--- src/rtl/sdseq_pkg.sv ---
package sdseq_pkg;

    typedef enum logic [2:0] {
        BS_IDLE = 3'd0,
        BS_PRE  = 3'd1,
        BS_ROW  = 3'd2,
        BS_COL1 = 3'd3,
        BS_COL2 = 3'd4
    } bus_state_e;

    typedef struct packed {
        logic cs_n;
        logic ras_n;
        logic cas_n;
        logic we_n;
    } sd_cmd_t;

    localparam int PH_W = 2;

    localparam sd_cmd_t CMD_DESEL = '{cs_n: 1'b1, ras_n: 1'b1, cas_n: 1'b1, we_n: 1'b1};
    localparam sd_cmd_t CMD_PRECH = '{cs_n: 1'b0, ras_n: 1'b0, cas_n: 1'b1, we_n: 1'b0};
    localparam sd_cmd_t CMD_ACT   = '{cs_n: 1'b0, ras_n: 1'b0, cas_n: 1'b1, we_n: 1'b1};
    localparam sd_cmd_t CMD_RD    = '{cs_n: 1'b0, ras_n: 1'b1, cas_n: 1'b0, we_n: 1'b1};
    localparam sd_cmd_t CMD_WR    = '{cs_n: 1'b0, ras_n: 1'b1, cas_n: 1'b0, we_n: 1'b0};
    localparam sd_cmd_t CMD_NOP   = '{cs_n: 1'b0, ras_n: 1'b1, cas_n: 1'b1, we_n: 1'b1};

    function automatic sd_cmd_t cmd_for(bus_state_e s, logic wr);
        sd_cmd_t c;
        case (s)
            BS_PRE:  c = CMD_PRECH;
            BS_ROW:  c = CMD_ACT;
            BS_COL1: c = wr ? CMD_WR : CMD_RD;
            BS_COL2: c = CMD_NOP;
            default: c = CMD_DESEL;
        endcase
        return c;
    endfunction

    // Codes 00 and 01 pick the quarter-cycle lag; 10 and 11 keep phase.
    function automatic logic clk_lags(logic [1:0] code);
        return ~code[1];
    endfunction

endpackage

--- src/rtl/sdseq_clkgen.sv ---
module sdseq_clkgen
    import sdseq_pkg::*;
(
    input  logic            clk,
    input  logic            rst,
    input  logic [1:0]      pll_mult,
    input  logic            sdclk_en,
    output logic [PH_W-1:0] phase,
    output logic            state_end,
    output logic            sys_clk,
    output logic            sd_clk
);
    logic lagged;

    always_ff @(posedge clk) begin
        if (rst) phase <= '0;
        else     phase <= phase + 1'b1;
    end

    assign state_end = &phase;
    assign sys_clk   = ~phase[PH_W-1];
    // High in the second and third quarter: a one-quarter shifted copy.
    assign lagged    = phase[PH_W-1] ^ phase[PH_W-2];
    assign sd_clk    = sdclk_en & (clk_lags(pll_mult) ? lagged : sys_clk);

endmodule

--- src/rtl/sdseq_fsm.sv ---
module sdseq_fsm
    import sdseq_pkg::*;
#(
    parameter int ROW_W  = 12,
    parameter int COL_W  = 9,
    parameter int DATA_W = 16,
    localparam int ADDR_W = ROW_W + COL_W
) (
    input  logic              clk,
    input  logic              rst,
    input  logic              state_end,
    input  logic              space_en,
    input  logic              req,
    input  logic              req_we,
    input  logic [ADDR_W-1:0] req_addr,
    input  logic [DATA_W-1:0] req_wdata,
    input  logic [DATA_W-1:0] rd_data_in,
    output bus_state_e        state,
    output logic              lat_we,
    output logic [ADDR_W-1:0] lat_addr,
    output logic [DATA_W-1:0] lat_wdata,
    output logic [DATA_W-1:0] rdata,
    output logic              done
);
    always_ff @(posedge clk) begin
        if (rst) begin
            state     <= BS_IDLE;
            lat_we    <= 1'b0;
            lat_addr  <= '0;
            lat_wdata <= '0;
            rdata     <= '0;
            done      <= 1'b0;
        end else begin
            done <= 1'b0;
            if (state_end) begin
                case (state)
                    BS_IDLE: begin
                        if (req && space_en) begin
                            lat_we    <= req_we;
                            lat_addr  <= req_addr;
                            lat_wdata <= req_wdata;
                            state     <= BS_PRE;
                        end
                    end
                    BS_PRE:  state <= BS_ROW;
                    BS_ROW:  state <= BS_COL1;
                    BS_COL1: state <= BS_COL2;
                    BS_COL2: begin
                        state <= BS_IDLE;
                        done  <= 1'b1;
                        if (!lat_we) rdata <= rd_data_in;
                    end
                    default: state <= BS_IDLE;
                endcase
            end
        end
    end

endmodule

--- src/rtl/sdseq_cmd.sv ---
module sdseq_cmd
    import sdseq_pkg::*;
#(
    parameter int ROW_W  = 12,
    parameter int COL_W  = 9,
    parameter int DATA_W = 16,
    localparam int ADDR_W = ROW_W + COL_W
) (
    input  bus_state_e        state,
    input  logic              lat_we,
    input  logic [ADDR_W-1:0] lat_addr,
    input  logic [DATA_W-1:0] lat_wdata,
    output sd_cmd_t           cmd,
    output logic [ROW_W-1:0]  mem_addr,
    output logic [DATA_W-1:0] wdata_o
);
    logic [ROW_W-1:0] row_part;
    logic [ROW_W-1:0] col_part;

    assign row_part = lat_addr[ADDR_W-1:COL_W];
    assign col_part = ROW_W'(lat_addr[COL_W-1:0]);
    assign cmd      = cmd_for(state, lat_we);

    always_comb begin
        case (state)
            BS_ROW:  mem_addr = row_part;
            BS_COL1: mem_addr = col_part;
            default: mem_addr = '0;
        endcase
        wdata_o = (lat_we && (state == BS_COL1 || state == BS_COL2)) ? lat_wdata : '0;
    end

endmodule

--- src/rtl/sdseq_top.sv ---
module sdseq_top
    import sdseq_pkg::*;
#(
    parameter int ROW_W  = 12,
    parameter int COL_W  = 9,
    parameter int DATA_W = 16,
    localparam int ADDR_W = ROW_W + COL_W
) (
    input  logic              clk,
    input  logic              rst,
    input  logic [1:0]        pll_mult,
    input  logic              sdclk_en,
    input  logic              space_en,
    input  logic              req,
    input  logic              req_we,
    input  logic [ADDR_W-1:0] req_addr,
    input  logic [DATA_W-1:0] req_wdata,
    input  logic [DATA_W-1:0] rd_data_in,
    output logic              sys_clk_o,
    output logic              sdram_clk_o,
    output logic              cs_n,
    output logic              ras_n,
    output logic              cas_n,
    output logic              we_n,
    output logic [ROW_W-1:0]  mem_addr,
    output logic [DATA_W-1:0] wdata_o,
    output logic [DATA_W-1:0] rdata,
    output logic              done,
    output logic              busy,
    output logic [2:0]        bus_state
);
    logic [PH_W-1:0]   phase_q;
    logic              state_end;
    bus_state_e        state;
    logic              lat_we;
    logic [ADDR_W-1:0] lat_addr;
    logic [DATA_W-1:0] lat_wdata;
    sd_cmd_t           cmd;

    sdseq_clkgen u_clk (
        .clk       (clk),
        .rst       (rst),
        .pll_mult  (pll_mult),
        .sdclk_en  (sdclk_en),
        .phase     (phase_q),
        .state_end (state_end),
        .sys_clk   (sys_clk_o),
        .sd_clk    (sdram_clk_o)
    );

    sdseq_fsm #(.ROW_W(ROW_W), .COL_W(COL_W), .DATA_W(DATA_W)) u_fsm (
        .clk        (clk),
        .rst        (rst),
        .state_end  (state_end),
        .space_en   (space_en),
        .req        (req),
        .req_we     (req_we),
        .req_addr   (req_addr),
        .req_wdata  (req_wdata),
        .rd_data_in (rd_data_in),
        .state      (state),
        .lat_we     (lat_we),
        .lat_addr   (lat_addr),
        .lat_wdata  (lat_wdata),
        .rdata      (rdata),
        .done       (done)
    );

    sdseq_cmd #(.ROW_W(ROW_W), .COL_W(COL_W), .DATA_W(DATA_W)) u_cmd (
        .state     (state),
        .lat_we    (lat_we),
        .lat_addr  (lat_addr),
        .lat_wdata (lat_wdata),
        .cmd       (cmd),
        .mem_addr  (mem_addr),
        .wdata_o   (wdata_o)
    );

    assign cs_n      = cmd.cs_n;
    assign ras_n     = cmd.ras_n;
    assign cas_n     = cmd.cas_n;
    assign we_n      = cmd.we_n;
    assign busy      = (state != BS_IDLE);
    assign bus_state = state;

endmodule

--- config.mk ---
export PLATFORM = sky130hd
export DESIGN_NAME = sdseq_top
export DESIGN_NICKNAME = d
export VERILOG_FILES = /design/src/rtl/sdseq_pkg.sv /design/src/rtl/sdseq_clkgen.sv /design/src/rtl/sdseq_fsm.sv /design/src/rtl/sdseq_cmd.sv /design/src/rtl/sdseq_top.sv
export SDC_FILE = /design/constraint.sdc
export NUM_CORES = 1
export LEC_CHECK = 0
export ABC_CLOCK_PERIOD_IN_PS = 5200
export BUFFER_PORTS_ARGS = -buffer_cell sky130_fd_sc_hd__buf_2
export CAP_MARGIN = 30
export CORE_MARGIN = 1
export CORE_UTILIZATION = 30
export DETAILED_ROUTE_END_ITERATION = 6
export GPL_TIMING_DRIVEN = 1
export MAX_ROUTING_LAYER = met4
export PLACE_DENSITY = 0.6
export RECOVER_POWER = 25
export SLEW_MARGIN = 10
export SYNTH_ARGS = -nofsm -noshare
export SYNTH_HDL_FRONTEND = slang
export SYNTH_SLANG_ARGS = --single-unit
--- constraint.sdc ---
create_clock -name clk -period 5.2 [get_ports clk]
set_input_delay 1.04 -clock clk [delete_from_list [all_inputs] [get_ports clk]]
set_output_delay 1.04 -clock clk [all_outputs]
set_load 0.1 [all_outputs]
======== Word level (Yosys, flattened, before mapping) ========
Index checks and enable logic that the tools add are counted.
storage, ports and cells
  bits in registers ....................... 60
  bits in latches ......................... 0
  memory bits (writable) .................. 0
  memory bits (read-only) ................. 0
  bits of input ports ..................... 61
  output and inout port bits .............. 55
  memories ................................ 0
cells by class
  add/subtract/negate cells ............... 1
  multipliers ............................. 0
  divide/modulo/power cells ............... 0
  order comparisons ....................... 0
  eq/ne operators ......................... 5
  shift operators ......................... 0
  muxes and demuxes ....................... 8
  bitwise operators ....................... 5
  reductions and logical operators ........ 10
operators with widths
  operator                                              number
  one-hot mux 12 bit (2 select lines)                   1
  2-to-1 mux 16 bit                                     1
  one-hot mux 4 bit (4 select lines)                    1
  one-hot mux 3 bit (4 select lines)                    1
  AND reduction 4 bit                                   2
  equality test 3 x 2 -> 1 bit (second input constant)  2
  equality test 3 x 1 -> 1 bit (second input constant)  1
  equality test 3 bit (second input constant)           1
  zero test 3 bit                                       1
  2-to-1 mux 1 bit                                      3
  2-to-1 mux 3 bit                                      1
  NOT 1 bit                                             3
  AND reduction 3 bit                                   1
  nonzero test 3 bit                                    1
  adder 2 x 1 -> 2 bit (second input constant)          1
  logical AND 1 bit                                     2
  != test 2 x 1 -> 1 bit (second input constant)        1
  AND reduction 2 bit                                   1
  OR reduction 2 bit                                    1
  bitwise AND 1 bit                                     1
  logical OR 1 bit                                      1
  bitwise XOR 1 bit                                     1

======== Longest topological paths before layout ========
Gate-level depths: netlist of run 1.
  word-level depth ........................ 4
  mapped depth ............................ 6
  depth with buffers taken out ............ 4

======== Modules after synthesis ========
A second synthesis of run 1 with hierarchy kept.
second synthesis, totals
  cells, all modules ...................... 333
  area total of the unflattened synthesis .. 3150.5 sq um
modules (own cells, without submodules)
  module        instances  cells an instance  area each (sq um)  seq. area each (sq um)
  sdseq_fsm     1          254                2617.5             1161.1
  sdseq_cmd     1          70                 446.7              0.0
  sdseq_clkgen  1          8                  80.1               40.0
  sdseq_top     1          1                  6.3                0.0

======== Worst setup path before layout of run 1 ========
No wires, ideal clock.
  kind .................................... register to output
  start point ............................. register u_fsm.state[1]
  end point ............................... output mem_addr[10]
  arrival time ............................ 3861 ps
  required time ........................... 4160 ps
  path slack .............................. 299 ps
  stages on the path, launching flop included .. 5
  buffers on the path ..................... 2
  cells stage by stage .................... dfxtp_1 -> buf_6 -> or2b_1 -> clkbuf_1 -> nor3b_1
between the ends
  word-level cells in the longest chain between the ends .. 2
  elaborated cells between the ends (all ways) .. 3
  classes of those cells .................. eq/ne (2); mux (1)
RTL lines
  what                                   line             source
  from (decl)                            sdseq_fsm.sv:18  output bus_state_e state,
  from (signal assigned)                 sdseq_fsm.sv:27  state <= BS_IDLE;
  from (signal assigned)                 sdseq_fsm.sv:42  state <= BS_PRE;
  from (signal assigned)                 sdseq_fsm.sv:45  BS_PRE: state <= BS_ROW;
  equality test 3 x 2 -> 1 bit           sdseq_cmd.sv:25  case (state)
  one-hot mux 12 bit (2 select lines) *  sdseq_cmd.sv:25
  to (decl)                              sdseq_top.sv:25  output logic [ROW_W-1:0] mem_addr,
Mark *: on every way between the ends. The rest lies on a longest branch, timed or not.

==> results of run 1 <==
[cells by family after synthesis]
kind of cell    after synthesis
flops                        60
buf+inv                      24
fa+ha+maj                     1
compound gates                8
mux                          63
simple gates                157
xor+xnor                      1
[how the worst min path moves through the flow]
stage	start	end	slack, ps	cells past startpoint
detailed placement	u_fsm.lat_wdata[2]$_SDFFE_PP0P_	u_fsm.lat_wdata[2]$_SDFFE_PP0P_	460	2
floorplan	u_clk.phase[0]$_SDFF_PP0_	u_clk.phase[0]$_SDFF_PP0_	440	1
global placement	u_fsm.lat_wdata[4]$_SDFFE_PP0P_	u_fsm.lat_wdata[4]$_SDFFE_PP0P_	450	2
global route	u_fsm.rdata[11]$_SDFFE_PP0P_	u_fsm.rdata[11]$_SDFFE_PP0P_	490	2
finish	u_fsm.lat_addr[18]$_SDFFE_PP0P_	u_fsm.lat_addr[18]$_SDFFE_PP0P_	470	2
CTS	u_fsm.lat_wdata[2]$_SDFFE_PP0P_	u_fsm.lat_wdata[2]$_SDFFE_PP0P_	470	2
[power groups by stage]
stage	combinational (W)	sequential [W]	clock [W]
finish	0.0000926	0.000468	0.000464
global route	0.000101	0.000468	0.000501
CTS	0.0000920	0.000468	0.000485
detailed placement	0.0000915	0.000478	0
global placement	0.0000897	0.000478	0
floorplan	0.0000597	0.000478	0
[flip-flops by register name, indices dropped and copies added, names as in the netlist]
| register | cells |
|---|---|
| u_fsm.done | 1 |
| u_clk.phase | 2 |
| u_fsm.lat_wdata | 16 |
| u_fsm.lat_we | 1 |
| u_fsm.rdata | 16 |
| u_fsm.lat_addr | 21 |
| u_fsm.state | 3 |
[cell usage in the layout (no fill, tap or decap), types with 2 or more instances in the layout]
cell type	n
sky130_fd_sc_hd__o21ai_0	2
sky130_fd_sc_hd__buf_4	2
sky130_fd_sc_hd__nand2b_1	109
sky130_fd_sc_hd__clkbuf_1	8
sky130_fd_sc_hd__nand3b_1	2
sky130_fd_sc_hd__nand2_1	4
sky130_fd_sc_hd__buf_2	108
sky130_fd_sc_hd__dfxtp_1	60
sky130_fd_sc_hd__mux2i_1	63
sky130_fd_sc_hd__bufinv_16	2
sky130_fd_sc_hd__or2b_1	2
sky130_fd_sc_hd__nor2_1	12
sky130_fd_sc_hd__and2_1	16
sky130_fd_sc_hd__clkinv_2	3
sky130_fd_sc_hd__a21oi_1	2
sky130_fd_sc_hd__clkbuf_8	10
sky130_fd_sc_hd__nor3b_1	4
[worst max-delay path, cell delays in order]
cell	delay [ps]
sky130_fd_sc_hd__buf_2	70
sky130_fd_sc_hd__clkbuf_1	2350
sky130_fd_sc_hd__nand2b_1	290
sky130_fd_sc_hd__mux2i_1	80
[cell type report]
| cell class | instances | area share [%] |
|---|---|---|
| Inverter | 1 | 0.0970 |
| Tap cell | 133 | 4.30 |
| Timing Repair Buffer | 118 | 15.4 |
| Sequential cell | 60 | 31.0 |
| Clock buffer | 11 | 3.65 |
| Clock inverter | 5 | 1.94 |
| Multi-Input combinational cell | 230 | 43.6 |
[metrics by stage]
stage | cells | setup WS (ps) | instance area (sq um) | util (%)
2_1_floorplan | 314 | 299 | 3030 | -
3_3_place_gp | 541 | 2140 | 3650 | 37.4
3_5_place_dp | 542 | 2100 | 3670 | 37.5
4_1_cts | 558 | 1730 | 3880 | 39.7
5_1_grt | 558 | 1160 | 3870 | 39.6
6_report | 558 | 1490 | 3870 | 39.6
[routing by layer]
| metal | vias to the layer above | global-route usage, % | wire length (um) |
|---|---|---|---|
| met5 | - | - | 0 |
| met4 | 0 | 5.93 | 72 |
| met3 | 11 | 4.31 | 395 |
| met1 | 1089 | 15.4 | 3100 |
| met2 | 77 | 19.6 | 2870 |
| li1 | 1232 | - | - |
==> results.yml, run 1 <==
clock_network:
  post_cts_buffers: 0
  clock-sinks: 60
  ctsRootBufferMaster: "sky130_fd_sc_hd__clkbuf_8"
  worst_setup_hold_path_clk_slew_ps: 60
  cts_tree: "yes"
  clk_latency_ps: 330
  cts-htree-levels: 3
  cts-buffers-inserted: 9
  max-clock-path-buffers: 2
  post_cts_resize_count: 0
  cts.hold.buffers_added: 0
die:
  die-height_um: 102
  initial_core_util_pct: 31.0
  fp.coreArea_sq_um: 9770
  core.rowCount: 36
  die_w_um: 102
  overall_die_area_sq_um: 10500
  floorplan.io_pins: 116
power:
  ir_drop_uv: 131
  power_frac_seq_pct: 45.6
  power.combinational.fraction_pct: 9.0
  power_per_cell_area_nw_per_um2: 265
  net-switching-power_w: 0.000235
  internal_power_w: 0.000789
  net_switching_fraction_of_the_power_pct: 23.0
  static-leakage-power_nw: 1.55
  clock_power_share_pct: 45.3
  total_power_w: 0.00102
final_layout:
  nFillCells: 1016
  area_growth_syn_to_layout_pct: 28.0
  final_net_count: 482
  final_layout_size_suffix_gt1_share_pct: 30.8
  multi_input_comb_area_sq_um: 1690
  register_area_sq_um: 1200
  antenna_cells_inserted: 0
sta:
  setup_viol_count_final: 0
  skew_ps: 8.77
  timing.max_slew.rel_slack_pct: -124
  worst-slew-pin-transition_ps: 3350
  slew_viol_final: 115
  finalHoldViolCount: 0
  timing.final.crit_share_pct: 71.3
  setup_tns_ps: 0
  rsz0062_at_grt: "false"
  period_needed_ps: 3710
  max_freq_ghz: 0.270
  fin_hold_ws_ps: 468
worst_setup_path:
  cp_max_fo: 114
  critPathKind: "in -> reg"
  reg2reg_from: "u_fsm.state[0]$_SDFFE_PP0P_"
  worst_setup_path_end_kind: "flop"
  critical_path_arrival_ps: 3890
  crit_path_end: "u_fsm.lat_wdata[1]$_SDFFE_PP0P_"
  reg2reg_slack_ps: 3080
  setup.worst_path.start_class: "input pin"
  worst_r2r_path_depth: 5
  critPathRequiredTime_ps: 5390
  critPathLaunch: "rst"
  r2r_end: "u_fsm.lat_addr[15]$_SDFFE_PP0P_"
yosys:
  netlist_instances: 314
  sequential_fraction_of_the_synthesis_area_pct: 39.7
  postSynthRegisterBits: 60
  synth_cell_types: 32
  post_synth_most_frequent_cells: "109 x sky130_fd_sc_hd__nand2b_1, 63 x sky130_fd_sc_hd__mux2i_1, 60 x sky130_fd_sc_hd__dfxtp_1"
  ys_dominant_reg_cell: "sky130_fd_sc_hd__dfxtp_1"
  synth_edf_count: 0
  yosys.area.top_type: "sky130_fd_sc_hd__dfxtp_1"
  synthesis.area_sq_um: 3030
  syn_nets: 376
  largest_family_of_logic_cells_by_synthesized_area: "simple AND/OR/NAND/NOR gates"
  syn_area_per_cell_sq_um: 9.64
  cell_types_with_the_largest_area_share_after_synthesis: "sky130_fd_sc_hd__dfxtp_1 40%, sky130_fd_sc_hd__nand2b_1 23%, sky130_fd_sc_hd__mux2i_1 21%"
  synth-warning-count: 0
  post_synth_mux_area_share_pct: 20.8
  yosysMostFrequentCell: "sky130_fd_sc_hd__nand2b_1"
  synth_xor_area_share_pct: 0.289
  synth_simple_gate_area_share_pct: 32.1
  synth_fa_ha_area_share_pct: 0.414
  synth_compound_area_share_pct: 1.90
  synthArstFlopShare_pct: 0
  synth_top_area_share_pct: 39.7
run_status:
  failed_checks: "max-capacitance violations, max-slew violations"
  run_status: "complete, but fails checks"
placed_design:
  gp_congestion: 0.682
  post-dp-hpwl_mm: 4.30
  numPortBuffers: 114
global_routing:
  grt_first_pass_wirelength_mm: 10.0
  grt_pass1_vias: 2238
  grt_antenna_before_repair: 0
  grt_max_degree: 115
  grt.overflow.total: 0
  track_usage_pct: 13.0
drt:
  dr_total_vias: 2409
  wire_length_per_cell_after_detailed_routing_um: 11.5
  detail_route.iter0.violations: 43
  drc: 0
  antenna_left: 0
  route.final.wire_length_mm: 6.44
  vias_per_cell: 4.32
  firstDrtPassIters: 4
run:
  max_cap_viol_count: 1
worst_hold_path:
  worstHoldPathType: "reg -> reg"
Power figures use the tool's default switching activity.
==> inputs of run 2 (changes only) <==
--- a/config.mk
+++ b/config.mk
@@ -5,7 +5,7 @@
 export SDC_FILE = /design/constraint.sdc
 export NUM_CORES = 1
 export LEC_CHECK = 0
-export ABC_CLOCK_PERIOD_IN_PS = 5200
+export ABC_CLOCK_PERIOD_IN_PS = 3100
 export BUFFER_PORTS_ARGS = -buffer_cell sky130_fd_sc_hd__buf_2
 export CAP_MARGIN = 30
 export CORE_MARGIN = 1
@@ -13,7 +13,7 @@
 export DETAILED_ROUTE_END_ITERATION = 6
 export GPL_TIMING_DRIVEN = 1
 export MAX_ROUTING_LAYER = met4
-export PLACE_DENSITY = 0.6
+export PLACE_DENSITY = 0.62
 export RECOVER_POWER = 25
 export SLEW_MARGIN = 10
 export SYNTH_ARGS = -nofsm -noshare
==> constraint.sdc (replaced) <==
create_clock -name clk -period 3.1 [get_ports clk]
set_input_delay 0.62 -clock clk [delete_from_list [all_inputs] [get_ports clk]]
set_output_delay 0.62 -clock clk [all_outputs]
set_load 0.1 [all_outputs]
==> run 2 against run 1 <==
Against the previous run: the run now ends clean; global-route usage up 0.30 points; combinational power up 61%; flip-flop and latch count unchanged; critical path type is now reg -> out; critical endpoint is now wdata_o[13]; largest cell class unchanged.
==> results.yml, run 2 (same netlist as run 1, synthesis figures left out) <==
worst_setup_path:
  cp_max_fo: 23
  setup.worst_path.start_class: "flop"
  worst_r2r_path_depth: 4
  worst_setup_path_end_kind: "output pin"
  critPathKind: "reg -> out"
  critPathLaunch: "u_fsm.state[0]$_SDFFE_PP0P_"
  critical_path_arrival_ps: 2250
  reg2reg_from: "u_fsm.state[0]$_SDFFE_PP0P_"
  critPathRequiredTime_ps: 2480
power:
  power.combinational.fraction_pct: 9.9
  net-switching-power_w: 0.000372
  clock_power_share_pct: 37.8
  ir_drop_uv: 177
  net_switching_fraction_of_the_power_pct: 24.8
  total_power_w: 0.00150
  internal_power_w: 0.00113
  power_frac_seq_pct: 52.3
  static-leakage-power_nw: 1.48
  power_per_cell_area_nw_per_um2: 389
sta:
  period_needed_ps: 2870
  timing.final.crit_share_pct: 92.5
  rsz0062_at_grt: "false"
  fin_hold_ws_ps: 472
  slew_viol_final: 0
  worst-slew-pin-transition_ps: 1200
  timing.max_slew.rel_slack_pct: 20.3
  postLayoutSetupSlackWorst_ps: 234
  skew_ps: 3.47
  finalHoldViolCount: 0
  max_freq_ghz: 0.349
  setup_viol_count_final: 0
clock_network:
  cts.hold.buffers_added: 0
  cts-buffers-inserted: 9
  post_cts_resize_count: 0
  worst_setup_hold_path_clk_slew_ps: 60
  clock-sinks: 60
  post_cts_buffers: 0
  cts-htree-levels: 3
  clk_latency_ps: 330
  cts_tree: "yes"
  ctsRootBufferMaster: "sky130_fd_sc_hd__clkbuf_8"
  max-clock-path-buffers: 2
drt:
  detail_route.iter0.violations: 34
  antenna_left: 0
  vias_per_cell: 4.32
  dr_total_vias: 2417
  wire_length_per_cell_after_detailed_routing_um: 11.6
  route.final.wire_length_mm: 6.47
  firstDrtPassIters: 4
  drc: 0
placed_design:
  dp.cells: 543
  numPortBuffers: 114
  pre_cts_slack_ps: 645
  post-dp-hpwl_mm: 4.50
  dpl_cell_area_sq_um: 3750
  gp_congestion: 0.643
worst_hold_path:
  worstHoldPathType: "reg -> reg"
  holdCritStartpoint: "u_fsm.lat_addr[1]$_SDFFE_PP0P_"
  hold_path_depth: 2
die:
  initial_core_util_pct: 31.0
  floorplan.io_pins: 116
  core.rowCount: 36
  overall_die_area_sq_um: 10500
  die_w_um: 102
  fp.coreArea_sq_um: 9770
  die-height_um: 102
final_layout:
  final_net_count: 483
  number_of_flip_flops_under_the_largest_register_name: 21
  postLayoutCellArea_sq_um: 3860
  finalNonFillerCells: 559
  top_regs: "u_fsm.lat_addr x21, u_fsm.lat_wdata x16, u_fsm.rdata x16"
  area_growth_syn_to_layout_pct: 27.7
  final_layout_size_suffix_gt1_share_pct: 34.4
  layout.cells.most_common: "sky130_fd_sc_hd__nand2b_1"
  most-common-layout-cells: "109 x sky130_fd_sc_hd__nand2b_1, 96 x sky130_fd_sc_hd__buf_2, 63 x sky130_fd_sc_hd__mux2i_1"
  max_flop_register: "u_fsm.lat_addr"
run_status:
  run_status: "complete, no violations"
global_routing:
  grt.overflow.total: 0
  grt_first_pass_wirelength_mm: 10.3
  track_usage_pct: 13.3
  grt_max_degree: 43
  grt_pass1_vias: 2265
  grt_antenna_before_repair: 1
run:
  max_cap_viol_count: 0
[run 2: cell count changes in the layout (fill, tap and decap cells not counted), moves of 9 or more]
cell / previous run / this run
sky130_fd_sc_hd__clkbuf_1: 8 / 23
sky130_fd_sc_hd__and2_4: 0 / 16
sky130_fd_sc_hd__nor2_1: 12 / 3
sky130_fd_sc_hd__nor2_2: 0 / 9
sky130_fd_sc_hd__and2_1: 16 / 0
sky130_fd_sc_hd__buf_2: 108 / 96
[run 2: power groups by stage]
| stage | sequential, W | combinational, W | clock, W |
|---|---|---|---|
| floorplan | 0.000800 | 0.000101 | 0 |
| detailed placement | 0.000802 | 0.000151 | 0 |
| CTS | 0.000785 | 0.000152 | 0.000602 |
| global route | 0.000786 | 0.000163 | 0.000638 |
| finish | 0.000786 | 0.000149 | 0.000567 |
| global placement | 0.000802 | 0.000149 | 0 |
[run 2: worst paths after layout]
kind	to	slack [ps]
hold / removal	u_fsm.lat_addr[1]$_SDFFE_PP0P_	470
hold reg to reg	u_fsm.lat_addr[1]$_SDFFE_PP0P_	470
setup reg to reg	u_fsm.rdata[12]$_SDFFE_PP0P_	630
setup / recovery	wdata_o[13]	230
[run 2: layout make-up]
| type | count | area [sq um] |
|---|---|---|
| antenna | 1 | 2.50 |
| clock buffer | 12 | 135 |
| clock inverter | 3 | 15.0 |
| fill | 1018 | 5910 |
| inverter | 1 | 3.75 |
| multi-input combinational | 230 | 1750 |
| sequential | 60 | 1210 |
| tap | 133 | 166 |
| timing repair buffer | 119 | 578 |
[run 2: worst max-delay path: stages, from the launching register on]
cell and delay (ps):
sky130_fd_sc_hd__dfxtp_2 510, sky130_fd_sc_hd__or3b_4 490, sky130_fd_sc_hd__a21boi_2 120, sky130_fd_sc_hd__buf_4 210, sky130_fd_sc_hd__and2_4 160, sky130_fd_sc_hd__buf_2 410
[run 2: metal layers]
metal	global-route usage [%]	up-vias	wire length [um]
met3	4.99	8	399
met4	5.60	0	63
met1	15.3	1097	3010
li1	-	1235	-
met5	-	-	0
met2	20.5	77	3000
[run 2: metrics by stage]
stage                     utilization, %  setup TNS [ps]
after floorplan                        -           -1080
after global placement              38.4               0
after detailed placement            38.4               0
after CTS                           40.0               0
after global routing                39.5               0
final                               39.5               0
